File: src/rtl/plane_mask_blink_sel_pkg.sv
package plane_mask_blink_sel_pkg;

   typedef enum logic [1:0] {
      RATE_ONE_THREE = 2'b00,
      RATE_ONE_ONE   = 2'b01,
      RATE_TWO_TWO   = 2'b10,
      RATE_ALIAS     = 2'b11
   } blink_rate_e;

   // on-phase length in blink units
   function automatic int unsigned on_units(blink_rate_e r);
      case (r)
         RATE_TWO_TWO: on_units = 2;
         default:      on_units = 1;
      endcase
   endfunction

   // off-phase length in blink units
   function automatic int unsigned off_units(blink_rate_e r);
      case (r)
         RATE_ONE_THREE: off_units = 3;
         RATE_TWO_TWO:   off_units = 2;
         default:        off_units = 1;
      endcase
   endfunction

endpackage

File: src/rtl/plane_mask_blink_sel_retrace.sv
module plane_mask_blink_sel_retrace #(
   parameter int RUN_LEN = 256
) (
   input  logic clk,
   input  logic rst,
   input  logic blank_n,
   output logic retrace
);
   localparam int CW = (RUN_LEN > 2) ? $clog2(RUN_LEN) : 1;
   localparam logic [CW-1:0] LAST = CW'(RUN_LEN - 1);

   logic [CW-1:0] run_cnt;
   logic          armed;

   // fires on the RUN_LEN-th consecutive low sample, once per run
   assign retrace = !blank_n && armed && (run_cnt == LAST);

   always_ff @(posedge clk) begin
      if (rst) begin
         run_cnt <= '0;
         armed   <= 1'b1;
      end else if (blank_n) begin
         run_cnt <= '0;
         armed   <= 1'b1;
      end else if (armed) begin
         if (run_cnt == LAST) begin
            armed <= 1'b0;
         end else begin
            run_cnt <= run_cnt + CW'(1);
         end
      end
   end
endmodule

File: src/rtl/plane_mask_blink_sel_blink.sv
module plane_mask_blink_sel_blink #(
   parameter int BLINK_UNIT = 16
) (
   input  logic       clk,
   input  logic       rst,
   input  logic       tick,
   input  logic [1:0] rate,
   output logic       blink_off
);
   import plane_mask_blink_sel_pkg::*;

   localparam int MAX_SPAN = 3 * BLINK_UNIT;
   localparam int CW       = $clog2(MAX_SPAN + 1);

   blink_rate_e   rate_e;
   logic [CW-1:0] span;
   logic [CW-1:0] frame_cnt;

   always_comb begin
      rate_e = blink_rate_e'(rate);
      if (blink_off) span = CW'(off_units(rate_e) * BLINK_UNIT);
      else           span = CW'(on_units(rate_e) * BLINK_UNIT);
   end

   always_ff @(posedge clk) begin
      if (rst) begin
         frame_cnt <= '0;
         blink_off <= 1'b0;
      end else if (tick) begin
         // >= so a rate change mid-phase cannot strand the counter
         if (frame_cnt >= span - CW'(1)) begin
            frame_cnt <= '0;
            blink_off <= !blink_off;
         end else begin
            frame_cnt <= frame_cnt + CW'(1);
         end
      end
   end
endmodule

File: src/rtl/plane_mask_blink_sel_gate.sv
module plane_mask_blink_sel_gate #(
   parameter int IDX_W = 8,
   parameter int OVL_W = 2
) (
   input  logic [IDX_W-1:0] pix_idx,
   input  logic [OVL_W-1:0] ovl_code,
   input  logic [IDX_W-1:0] rd_mask,
   input  logic [IDX_W-1:0] bl_mask,
   input  logic             blink_off,
   input  logic             ram_en,
   input  logic [OVL_W-1:0] ovl_disp_en,
   input  logic [OVL_W-1:0] ovl_blink_en,
   output logic             use_pal,
   output logic [IDX_W-1:0] sel_addr,
   output logic [OVL_W-1:0] sel_ovl
);
   logic [IDX_W-1:0] idx_masked;
   logic [OVL_W-1:0] code_eff;

   assign idx_masked = pix_idx & rd_mask & ~(blink_off ? bl_mask : '0);

   for (genvar g = 0; g < OVL_W; g++) begin : g_ovl_plane
      assign code_eff[g] = ovl_code[g] & ovl_disp_en[g] & ~(ovl_blink_en[g] & blink_off);
   end

   assign use_pal  = ram_en && (code_eff == '0);
   assign sel_addr = use_pal ? idx_masked : '0;
   assign sel_ovl  = use_pal ? '0 : code_eff;
endmodule

File: src/rtl/plane_mask_blink_sel.sv
module plane_mask_blink_sel #(
   parameter int IDX_W       = 8,
   parameter int OVL_W       = 2,
   parameter int RETRACE_LEN = 256,
   parameter int BLINK_UNIT  = 16
) (
   input  logic             clk,
   input  logic             rst,
   input  logic [IDX_W-1:0] pix_idx,
   input  logic [OVL_W-1:0] ovl_code,
   input  logic             blank_n,
   input  logic             sync_n,
   input  logic [IDX_W-1:0] rd_mask,
   input  logic [IDX_W-1:0] bl_mask,
   input  logic             ram_en,
   input  logic [OVL_W-1:0] ovl_disp_en,
   input  logic [OVL_W-1:0] ovl_blink_en,
   input  logic [1:0]       blink_rate,
   output logic             out_pal_sel,
   output logic [IDX_W-1:0] out_addr,
   output logic [OVL_W-1:0] out_ovl,
   output logic             out_sync_n,
   output logic             out_blank_n
);
   initial begin
      assert (IDX_W >= 1) else $fatal(1, "IDX_W must be positive");
      assert (OVL_W >= 1) else $fatal(1, "OVL_W must be positive");
      assert (RETRACE_LEN >= 2) else $fatal(1, "RETRACE_LEN must be at least 2");
      assert (BLINK_UNIT >= 1) else $fatal(1, "BLINK_UNIT must be positive");
   end

   logic             retrace_tick;
   logic             blink_off;
   logic             use_pal;
   logic [IDX_W-1:0] sel_addr;
   logic [OVL_W-1:0] sel_ovl;

   plane_mask_blink_sel_retrace #(.RUN_LEN(RETRACE_LEN)) u_retrace (
      .clk     (clk),
      .rst     (rst),
      .blank_n (blank_n),
      .retrace (retrace_tick)
   );

   plane_mask_blink_sel_blink #(.BLINK_UNIT(BLINK_UNIT)) u_blink (
      .clk       (clk),
      .rst       (rst),
      .tick      (retrace_tick),
      .rate      (blink_rate),
      .blink_off (blink_off)
   );

   plane_mask_blink_sel_gate #(.IDX_W(IDX_W), .OVL_W(OVL_W)) u_gate (
      .pix_idx      (pix_idx),
      .ovl_code     (ovl_code),
      .rd_mask      (rd_mask),
      .bl_mask      (bl_mask),
      .blink_off    (blink_off),
      .ram_en       (ram_en),
      .ovl_disp_en  (ovl_disp_en),
      .ovl_blink_en (ovl_blink_en),
      .use_pal      (use_pal),
      .sel_addr     (sel_addr),
      .sel_ovl      (sel_ovl)
   );

   always_ff @(posedge clk) begin
      if (rst) begin
         out_pal_sel <= 1'b0;
         out_addr    <= '0;
         out_ovl     <= '0;
         out_sync_n  <= 1'b0;
         out_blank_n <= 1'b0;
      end else begin
         out_sync_n  <= sync_n;
         out_blank_n <= blank_n;
         if (!blank_n) begin
            out_pal_sel <= 1'b0;
            out_addr    <= '0;
            out_ovl     <= '0;
         end else begin
            out_pal_sel <= use_pal;
            out_addr    <= sel_addr;
            out_ovl     <= sel_ovl;
         end
      end
   end
endmodule

File: config.mk
export PLATFORM = sky130hd
export DESIGN_NAME = plane_mask_blink_sel
export DESIGN_NICKNAME = d
export VERILOG_FILES = /design/src/rtl/plane_mask_blink_sel_pkg.sv /design/src/rtl/plane_mask_blink_sel_retrace.sv /design/src/rtl/plane_mask_blink_sel_blink.sv /design/src/rtl/plane_mask_blink_sel_gate.sv /design/src/rtl/plane_mask_blink_sel.sv
export SDC_FILE = /design/constraint.sdc
export NUM_CORES = 1
export LEC_CHECK = 0
export BUFFER_PORTS_ARGS = -buffer_cell sky130_fd_sc_hd__buf_2
export CAP_MARGIN = 5
export CORE_AREA = 2 2 57 59
export DETAILED_ROUTE_END_ITERATION = 7
export DIE_AREA = 0 0 59 61
export PLACE_DENSITY = 0.76
export SLEW_MARGIN = 20
export SYNTH_ARGS = -nofsm -noshare
export SYNTH_HDL_FRONTEND = slang
export SYNTH_HIERARCHICAL = 1
export SYNTH_SLANG_ARGS = --single-unit
File: constraint.sdc
create_clock -name clk -period 3.1 [get_ports clk]
set_clock_uncertainty 0.05 [all_clocks]
set_input_delay 0.62 -clock clk [delete_from_list [all_inputs] [get_ports clk]]
set_output_delay 0.62 -clock clk [all_outputs]
set_load 0.01 [all_outputs]
# After elaboration in Yosys (flattened, before gate mapping)

Cells that the tools add are included.

Word-level logic and storage cells: 49
RAM bits: 0
Memories: 0
Register bits after elaboration: 29
ROM bits: 0
Bits in latches: 0
Bits of input ports: 37
Output and inout port bits: 13

Bitwise logic cells: 14
Reduce and logical (&&, ||, !) cells: 13
Eq/ne operators: 2
Multiply operators: 0
Shift operators: 0
Add/subtract/negate cells: 3
$lt $le $gt $ge: 1
Multiplexer cells: 7
Divide/modulo/power cells: 0

Operators with widths:

| cell                                                                | count |
|---|---|
| 8-bit bitwise AND                                                   | 2 |
| 6-bit 2-to-1 mux                                                    | 2 |
| 8-bit by 1-bit adder with 8-bit output (second input constant)      | 1 |
| 8-bit == test (second input constant)                               | 1 |
| 8-bit 2-to-1 mux                                                    | 1 |
| 8-bit inverter                                                      | 1 |
| 6-bit by 1-bit adder with 6-bit output (second input constant)      | 1 |
| 1-bit bitwise AND                                                   | 6 |
| 6-bit greater-or-equal comparator                                   | 1 |
| 3-bit OR reduction                                                  | 2 |
| 6-bit by 1-bit subtractor with 6-bit output (second input constant) | 1 |
| 1-bit inverter                                                      | 5 |
| 2-bit logical NOT                                                   | 2 |
| 2-bit case mux with 2 select lines                                  | 1 |
| 2-bit AND reduction                                                 | 2 |
| 2-bit OR reduction                                                  | 2 |
| 1-bit logical AND                                                   | 3 |
| 2-bit == test (second input constant)                               | 1 |
| 1-bit logical NOT                                                   | 2 |
| 1-bit 2-to-1 mux                                                    | 2 |
| 2-bit 2-to-1 mux                                                    | 1 |

# Logic depth before layout (Yosys ltp)

Word-level depth: 7
Gate-level depth with buffers: 7
Mapped depth without buffers: 6

# Cells and area by module

Netlist, hierarchy kept.

By module, submodules not included:

| module                       | sequential area each (um^2) | cells an instance | area each (um^2) | times used |
|---|---|---|---|---|
| plane_mask_blink_sel_retrace | 180.2                       | 52                | 464.2            | 1 |
| plane_mask_blink_sel_blink   | 140.1                       | 45                | 389.1            | 1 |
| plane_mask_blink_sel         | 260.2                       | 28                | 385.4            | 1 |
| plane_mask_blink_sel_gate    | 0.0                         | 25                | 163.9            | 1 |

# Least setup slack after synthesis

Ideal clock, no wire load.

Kind: reg2reg
From: register u_retrace.run_cnt[3]
To: register u_blink.blink_off
Path slack: 0.941 ns
Path buffers: 1
Data required time: 2.929 ns
Clock period less this slack: 2.159 ns
Arrival time: 1.988 ns
Stages on the path, launching flop included: 8
Setup time: 0.121 ns
Cell sequence: dfxtp_1 and4_1 buf_6 nand2_1 nor3_1 inv_1 o22ai_1 mux2_2

Word-level cells in the longest chain between the ends: 3

RTL lines:

| what                          | RTL line                           | text |
|---|---|---|
| from (decl)                   | plane_mask_blink_sel_retrace.sv:12 | `logic [CW-1:0] run_cnt;` |
| from (signal assigned)        | plane_mask_blink_sel_retrace.sv:29 | `run_cnt <= run_cnt + CW'(1);` |
| 8-bit == test                 | plane_mask_blink_sel_retrace.sv:16 | `assign retrace = !blank_n && armed && (run_cnt == LAST);` |
| 1-bit logical AND             | plane_mask_blink_sel_retrace.sv:16 |  |
| via retrace_tick              | plane_mask_blink_sel.sv:32         | `logic retrace_tick;` |
| 2-bit AND reduction (no line) | --                                 |  |
| to (signal assigned)          | plane_mask_blink_sel_blink.sv:33   | `blink_off <= !blink_off;` |
| to (decl)                     | plane_mask_blink_sel_blink.sv:8    | `output logic blink_off` |

The timed path passes the listed nets, and every way through them passes these cells.
A chain may end at the register's enable or synchronous reset.

# Worst setup path after layout

Ends and elaborated chain as after synthesis.

==> impl_metrics.yaml <==
floorplanning:
  fp-row-count: 20
  die_x_um: 59
  initial_core_util_pct: 47.5
  dieHeight_um: 61
  die-area_sq_mm: 0.00360
  core_area_sq_mm: 0.00295
  ios: 50
cells_and_area:
  drive_gt1_share_pct: 32.3
  syn2layout_area_growth_pct: 22.0
  finalNetCount: 241
  final_common_cell: "buf_2"
  antenna_cells: 0
  layout_common_cells: "buf_2 (49), dfxtp_1 (29), nand2_1 (21)"
power_and_ir_drop:
  ir_drop_uv: 208
  leakage_uw: 0.000786
  power.density_mw_per_mm2: 408
sta:
  fin_tns_setup_ns: 0
  fin_crit_sh_pct: 83.1
  rsz0062_at_grt: "false"
  maxSlewViolCount: 0
  worstMarginPinSlew_ns: 0.667
  max_slew_margin_pct: 55.2
  finalHoldViolations: 0
  fin_crit_ns: 2.58
  finalSetupViolCount: 0
  hold_slack_ns: 0.461
  timing.fmax_mhz: 388
placement:
  gp_congestion: 0.872
  port_buffers: 49
  dp_hpwl_mm: 2.26
yosys:
  syn-cell-area_sq_mm: 0.00140
  synth_area_leaders: "dfxtp_1 (41%), and3b_1 (6.9%), a211oi_1 (5.9%)"
  synth_seq_area_share_pct: 41.4
  synth_nets: 191
  synth_warnings: 6
  ys_types: 42
  netlist_instances: 150
  yosys.area.top_type_share_pct: 41.4
  yosysTopAreaCell: "dfxtp_1"
  avgSynthCellArea_sq_um: 9.35
  synth-seq-cells: 29
clocking:
  cts_tree: "done"
  path_clk_slew_ns: 0.09
  cts_resized: 0
  ctsHoldBuffers: 0
  htreeDepth: 2
  cts_buffers: 5
  clk_path_buf_depth: 2
  cts_root_buffer: "clkbuf_4"
  clock_latency_ns: 0.33
  clock_sinks: 29
  post_cts_buffers: 0
job:
  cap_violations: 0
worst_setup_path:
  crit_arrival_ns: 2.75
  end_kind: "flop"
  start_kind: "flop"
  critPathKind: "flop to flop"
  path_max_fanout: 9
  required_ns: 3.28
global_route:
  grt_overflow: 0
  grt_pass1_wl_mm: 5.05
  grt_pass1_vias: 1233
  gr-usage-all-layers_pct: 18.5
  antenna_found_initial: 0
  grt_max_degree: 27
outcome:
  status: "complete, no violations"
routing:
  routedWlPerCell_um: 12.8
  drt_first_pass_iters: 4
  wl_mm: 2.99
  postRouteAntennaNets: 0
  vias: 1271
  viasPerCell: 5.43
  drt_iter0_drc: 23
  drc: 0
worst_hold_path:
  min_path_type: "flop to flop"
## critical path, cell delays in order, from the launching register on
cell	delay (ns)
dfxtp_1	0.43
and4_1	0.42
nand2_1	0.10
nor3_1	0.56
inv_1	0.18
o22ai_1	0.36
mux2_2	0.38
## path summary, 6_finish.rpt
path / startpoint / endpoint / slack [ns] / cells after the start
max: u_retrace/run_cnt[3] / u_blink/blink_off / 0.52 / 6
min: u_retrace/run_cnt[1] / u_retrace/run_cnt[1] / 0.46 / 2
max reg2reg: u_retrace/run_cnt[3] / u_blink/blink_off / 0.52 / 6
min reg2reg: u_retrace/run_cnt[1] / u_retrace/run_cnt[1] / 0.46 / 2
## routing by layer
layer	global-route usage, %	wire length, um
met5	0	0
met4	6.82	32
met3	7.25	169
met2	33.2	1510
met1	19.7	1280
## logic make-up (layout without fill, tap and decap cells)
kind of cell    Yosys count  count (layout)  share of synthesized area [%]
compound gates           36              36                           19.9
flops                    29              29                           41.4
mux                       3               3                           2.23
buf+inv                  11              62                           4.73
xor+xnor                  1               1                          0.625
fa+ha+maj                 4               4                           3.57
simple gates             66              66                           27.6
## synthesized netlist by cell type (all sizes together)
cell / number
nand3: 5
o32ai: 2
mux2: 1
o221ai: 1
inv: 5
xor2: 1
nor3b: 1
and3b: 11
o22ai: 1
nand4b: 1
nand4: 3
nor2: 5
nand2b: 2
o31ai: 1
a31oi: 1
and2: 2
o21ai: 3
a311oi: 1
or3: 3
a21oi: 8
buf: 5
nor3: 4
nor2b: 3
mux2i: 2
a21boi: 2
or2: 1
and4: 2
and3: 1
nor4b: 1
o211ai: 1
nand2: 21
o21bai: 2
dfxtp: 29
a2111o: 1
ha: 4
clkbuf: 1
a211oi: 12
## stage by stage
| step | std cells | area [sq um] | utilization (%) | total power [uW] | worst slack [ns] |
|---|---|---|---|---|---|
| after detailed placement | 226 | 1640 | 55.6 | 446 | 0.554 |
| after global placement | 226 | 1640 | 55.6 | 443 | 0.660 |
| after CTS | 234 | 1710 | 58.0 | 707 | 0.550 |
| final | 234 | 1710 | 58.0 | 699 | 0.524 |
| after global routing | 234 | 1710 | 58.0 | 732 | 0.349 |
| after floorplan | 150 | 1400 | - | 415 | 0.941 |
## registers in the layout, indices dropped and copies added, names as in the netlist
| name | flops |
|---|---|
| u_blink/blink_off | 1 |
| u_retrace/armed | 1 |
| out_addr | 8 |
| out_pal_sel | 1 |
| u_blink/frame_cnt | 6 |
| out_sync_n | 1 |
| u_retrace/run_cnt | 8 |
| out_ovl | 2 |
| out_blank_n | 1 |
## cell type report
class / instances / area [sq um]
Inverter: 5 / 18.8
Fill cell: 278 / 1240
Clock buffer: 7 / 65.1
Timing Repair Buffer: 49 / 245
Tap cell: 33 / 41.3
Clock inverter: 1 / 5.00
Multi-Input combinational cell: 110 / 756
Sequential cell: 29 / 581
## power breakdown
| part | internal, uW | total [uW] | leakage (uW) | switching (uW) |
|---|---|---|---|---|
| Sequential | 377 | 380 | 0.000235 | 2.26 |
| Combinational | 29.1 | 57.1 | 0.000510 | 28.1 |
| Clock | 131 | 262 | 0.0000413 | 131 |
| Total | 538 | 699 | 0.000786 | 161 |
(Power assumes the default switching activity.)
